**src/rtl/intarb_pkg.sv**
```systemverilog
`timescale 1ns/1ps
package intarb_pkg;
    localparam int LVL_W   = 3;
    localparam int NUM_LVL = 1 << LVL_W;
    typedef logic [LVL_W-1:0] lvl_t;
endpackage

```
**src/rtl/intarb_track.sv**
```systemverilog
`timescale 1ns/1ps
// Per-source pending state and arrival order.
// ahead_o[i*N+j] = 1 means source i queued before source j.
module intarb_track #(
    parameter int N = 8
) (
    input  logic           clk,
    input  logic           rst_n,
    input  logic [N-1:0]   req,
    input  logic [N-1:0]   edge_mode,
    input  logic           take_fire,
    input  logic [N-1:0]   take_sel,
    output logic [N-1:0]   pend_o,
    output logic [N*N-1:0] ahead_o
);
    typedef struct packed {
        logic [N-1:0]   pend;
        logic [N-1:0]   req_prev;
        logic [N*N-1:0] ahead;
    } trk_t;

    trk_t         s_d, s_q;
    logic [N-1:0] join_w;

    always_comb begin
        s_d          = s_q;
        s_d.req_prev = req;
        join_w       = req & ~s_q.req_prev & ~s_q.pend;
        for (int i = 0; i < N; i++) begin
            if (!req[i])
                s_d.pend[i] = 1'b0;
            else if (join_w[i])
                s_d.pend[i] = 1'b1;
            else if (take_fire && take_sel[i] && edge_mode[i])
                s_d.pend[i] = 1'b0;
        end
        for (int i = 0; i < N; i++) begin
            for (int j = 0; j < N; j++) begin
                if (i != j) begin
                    if (join_w[i] && join_w[j])
                        s_d.ahead[i*N+j] = (i < j);
                    else if (join_w[j])
                        s_d.ahead[i*N+j] = 1'b1;
                    else if (join_w[i])
                        s_d.ahead[i*N+j] = 1'b0;
                end
            end
        end
    end

    always_ff @(posedge clk or negedge rst_n) begin
        if (!rst_n) s_q <= '0;
        else        s_q <= s_d;
    end

    assign pend_o  = s_q.pend;
    assign ahead_o = s_q.ahead;
endmodule

```
**src/rtl/intarb_pick.sv**
```systemverilog
`timescale 1ns/1ps
// Combinational selection: highest eligible level, oldest within it.
module intarb_pick
    import intarb_pkg::*;
#(
    parameter int N     = 8,
    parameter int VEC_W = 16
) (
    input  logic [N-1:0]       pend,
    input  logic [N*N-1:0]     ahead,
    input  logic [N*LVL_W-1:0] src_level,
    input  logic [N*VEC_W-1:0] src_vector,
    input  lvl_t               cpu_prio,
    output logic               found,
    output logic [N-1:0]       sel,
    output logic [VEC_W-1:0]   vec
);
    lvl_t               lvl_of [N];
    logic [VEC_W-1:0]   vec_of [N];
    logic [N-1:0]       elig, cand;
    logic [NUM_LVL-1:0] lvl_hit;
    lvl_t               top_lvl;
    logic               beats;

    for (genvar g = 0; g < N; g++) begin : g_unpack
        assign lvl_of[g] = src_level[g*LVL_W +: LVL_W];
        assign vec_of[g] = src_vector[g*VEC_W +: VEC_W];
    end

    always_comb begin
        elig    = '0;
        lvl_hit = '0;
        for (int i = 0; i < N; i++) begin
            if (pend[i] && (lvl_of[i] > cpu_prio)) begin
                elig[i]             = 1'b1;
                lvl_hit[lvl_of[i]]  = 1'b1;
            end
        end
        top_lvl = '0;
        for (int l = 0; l < NUM_LVL; l++)
            if (lvl_hit[l]) top_lvl = lvl_t'(l);
        for (int i = 0; i < N; i++)
            cand[i] = elig[i] && (lvl_of[i] == top_lvl);
        sel   = '0;
        beats = 1'b0;
        for (int j = 0; j < N; j++) begin
            beats = cand[j];
            for (int i = 0; i < N; i++)
                if (i != j && cand[i] && !ahead[j*N+i]) beats = 1'b0;
            sel[j] = beats;
        end
        found = |cand;
        vec   = '0;
        for (int j = 0; j < N; j++)
            if (sel[j]) vec = vec | vec_of[j];
    end
endmodule

```
**src/rtl/intarb_top.sv**
```systemverilog
`timescale 1ns/1ps
module intarb_top
    import intarb_pkg::*;
#(
    parameter int NUM_SRC = 8,
    parameter int VEC_W   = 16
) (
    input  logic                     clk,
    input  logic                     rst_n,
    input  logic [NUM_SRC-1:0]       req,
    input  logic [NUM_SRC-1:0]       edge_mode,
    input  logic [NUM_SRC*LVL_W-1:0] src_level,
    input  logic [NUM_SRC*VEC_W-1:0] src_vector,
    input  logic [LVL_W-1:0]         cpu_prio,
    input  logic                     boundary,
    input  logic                     halted,
    input  logic                     waiting,
    output logic                     grant_valid,
    output logic [VEC_W-1:0]         grant_vector,
    output logic [NUM_SRC-1:0]       ack,
    output logic                     wake
);
    typedef struct packed {
        logic               gv;
        logic [VEC_W-1:0]   vec;
        logic [NUM_SRC-1:0] ack;
        logic               wk;
    } out_t;

    out_t                   o_d, o_q;
    logic                   scan_en, found, take_fire;
    logic [NUM_SRC-1:0]     pend, sel;
    logic [NUM_SRC*NUM_SRC-1:0] ahead;
    logic [VEC_W-1:0]       pick_vec;

    assign scan_en   = boundary & ~halted;
    assign take_fire = scan_en & found;

    intarb_track #(.N(NUM_SRC)) u_track (
        .clk       (clk),
        .rst_n     (rst_n),
        .req       (req),
        .edge_mode (edge_mode),
        .take_fire (take_fire),
        .take_sel  (sel),
        .pend_o    (pend),
        .ahead_o   (ahead)
    );

    intarb_pick #(.N(NUM_SRC), .VEC_W(VEC_W)) u_pick (
        .pend       (pend),
        .ahead      (ahead),
        .src_level  (src_level),
        .src_vector (src_vector),
        .cpu_prio   (cpu_prio),
        .found      (found),
        .sel        (sel),
        .vec        (pick_vec)
    );

    always_comb begin
        o_d = '0;
        if (take_fire) begin
            o_d.gv  = 1'b1;
            o_d.vec = pick_vec;
            o_d.ack = sel;
            o_d.wk  = waiting;
        end
    end

    always_ff @(posedge clk or negedge rst_n) begin
        if (!rst_n) o_q <= '0;
        else        o_q <= o_d;
    end

    assign grant_valid  = o_q.gv;
    assign grant_vector = o_q.vec;
    assign ack          = o_q.ack;
    assign wake         = o_q.wk;
endmodule

```
**config.mk**
```make
export PLATFORM = sky130hd
export DESIGN_NAME = intarb_top
export DESIGN_NICKNAME = d
export VERILOG_FILES = /design/src/rtl/intarb_pkg.sv /design/src/rtl/intarb_track.sv /design/src/rtl/intarb_pick.sv /design/src/rtl/intarb_top.sv
export SDC_FILE = /design/constraint.sdc
export NUM_CORES = 1
export LEC_CHECK = 0
export BUFFER_PORTS_ARGS = -buffer_cell sky130_fd_sc_hd__buf_2
export CAP_MARGIN = 20
export CORE_MARGIN = 1
export CORE_UTILIZATION = 51
export CTS_BUF_LIST = sky130_fd_sc_hd__clkbuf_4
export DETAILED_ROUTE_END_ITERATION = 10
export PLACE_DENSITY = 0.81
export SETUP_SLACK_MARGIN = 0.3
export SYNTH_ARGS = -nofsm -noshare
export SYNTH_HDL_FRONTEND = slang
export SYNTH_HIERARCHICAL = 1
export SYNTH_SLANG_ARGS = --single-unit
```
**constraint.sdc**
```tcl
create_clock -name clk -period 7.36 [get_ports clk]
set_clock_uncertainty 0.2 [all_clocks]
set_input_delay 0.368 -clock clk [delete_from_list [all_inputs] [get_ports clk]]
set_output_delay 0.368 -clock clk [all_outputs]
set_load 0.03 [all_outputs]
```
==> impl_metrics.ini <==
[timing]
slew_violations = 0
rsz0062_at_grt = no
setup_viol = 0
layout_min_cycle_time_ps = 5440
tightestPinTransition_ps = 1140
fin_tns_setup_ps = 0
finalCritPeriodShare_pct = 74.0
slew_headroom_pct = 23.5
fin_ws_ps = 1920
finalHoldViolations = 0
fmax_mhz = 184

[die]
io_pins = 202
die_area_um2 = 13800
dieWidth_um = 118
die_h_um = 118
start_util_pct = 53.1
num_rows = 41
core_area_um2 = 12800

[global_route]
grt.overflow.total = 0
grt_pass1_vias = 6129
grt_max_degree = 68
grt_pass1_wl_mm = 32.7
antenna_found_initial = 0
gr-usage-all-layers_pct = 29.6

[power_and_ir_drop]
p_per_area_nw_per_um2 = 171
peakVddDrop_mv = 0.102
cellLeakagePower_nw = 3.71

[place]
place_congestion = 0.992
dp.final_hpwl_mm = 15.4
dp_slack_ps = 1420
io_buffer_count = 201

[worst_setup_path]
cp.arrival_ps = 5630
critical_path_class = primary input to register
end_kind = register
critPathLaunchType = primary input
crit_fanout = 18
crit_required_ps = 7550

[route]
wirelength_mm = 20.6
drtPass1Iterations = 5
drt-initial-drc-count = 621
drc = 0
ant_nets = 0
via_count = 6463
avgViaCountPerCell = 6.47
routedWlPerCell_um = 20.6

[run_status]
status = completed

[cts]
cts_tree = yes
clock_latency_ps = 450
clockBufferDepth = 2
cts.sinks = 98
cts-root-buf = clkbuf_4
post-cts-setup-buffer-count = 0
cts-resized-gates = 0
numCtsBuffers = 9
clkTransAtPathRegs_ps = 140
htree_levels = 3

[cells_and_area]
fin_nets = 1024
drive_gt1_share_pct = 31.1
diodes = 0
area_delta_synth_final_pct = 13.8

[synth]
syn_avg_cell_area_um2 = 9.95
synthCells = 684
synth_area_um2 = 6810
ys_warn_count = 6
synth_nets = 884

[hold_path]
hp-class = primary input to register

[flow_run]
cap_violations = 0
-- state kept, by name, indices dropped and copies added, names as in the netlist --
| register | cells |
|---|---|
| wake | 1 |
| u_track/ahead_o | 56 |
| ack | 8 |
| grant_vector | 16 |
| grant_valid | 1 |
| u_track/s_q | 8 |
| u_track/pend_o | 8 |
-- power breakdown --
group	switching, mW	internal (mW)	leakage (nW)	total [mW]
logic	0.244	0.178	2.44	0.422
clock network	0.170	0.0998	0.0673	0.270
registers	0.0396	0.597	1.21	0.637
total	0.453	0.875	3.71	1.33
-- area by class of cell --
type / instances / area, µm²
Sequential cell: 98 / 2450
Multi-Input combinational cell: 473 / 3660
Clock buffer: 9 / 67.6
Tap cell: 172 / 215
Fill cell: 1108 / 5080
Timing Repair Buffer: 223 / 1220
Inverter: 19 / 71.3
Clock inverter: 5 / 55.1
-- through the flow --
stage | power, mW | cell area, µm² | hold slack [ps] | utilization, % | instances
floorplan | 0.970 | 6810 | -128 | - | 684
global placement | 1.04 | 7430 | 123 | 58.0 | 966
detailed placement | 1.05 | 7430 | 127 | 58.0 | 966
CTS | 1.32 | 7660 | 39.5 | 59.7 | 990
global route | 1.40 | 7750 | 27.5 | 60.4 | 999
finish | 1.33 | 7750 | 57.1 | 60.4 | 999
-- timing repair --
item                       4_1_cts  5_1_grt
hold buffers                    10        0
hold endpoints to repair        48        0
setup endpoints to repair        0        0
-- placed cells by master, fill, tap and decap left out, types with 19 or more instances in the layout --
cell,count
a21o_1,33
a22oi_1,67
and4b_1,23
buf_2,202
dfrtp_1,98
ha_1,24
inv_1,19
nand4_1,32
nor2_1,24
o21a_1,25
-- worst paths after layout --
check	cells past startpoint	slack, ps	startpoint	end
max in group asynchronous	3	5620	rst_n	u_track/ahead_o[41]
hold / removal	3	60	edge_mode[2]	u_track/pend_o[2]
min in group asynchronous	2	180	rst_n	u_track/ahead_o[21]
setup / recovery	16	1920	cpu_prio[2]	grant_vector[0]
setup reg to reg	12	2200	u_track/pend_o[2]	grant_vector[0]
hold reg to reg	1	290	u_track/ahead_o[14]	u_track/ahead_o[14]
-- worst max-delay path: stages --
cell,delay (ps)
buf_2,90
inv_1,230
ha_1,320
and3b_1,220
o2111ai_2,290
o22ai_1,160
or4_4,560
nor3_4,500
xnor2_1,180
o22ai_1,100
o21ai_1,780
o22ai_1,290
nor4_4,980
a22oi_1,200
nand4_1,160
and4b_1,200
-- routing by layer --
metal / up-vias / share of wire, % / track usage, %
met5: - / 0 / 0
met4: 0 / 2.5 / 8.89
met3: 43 / 8.4 / 4.70
met2: 367 / 47 / 47.5
met1: 3160 / 42 / 41.3
li1: 2893 / - / -
Power figures use the tool's default switching activity.
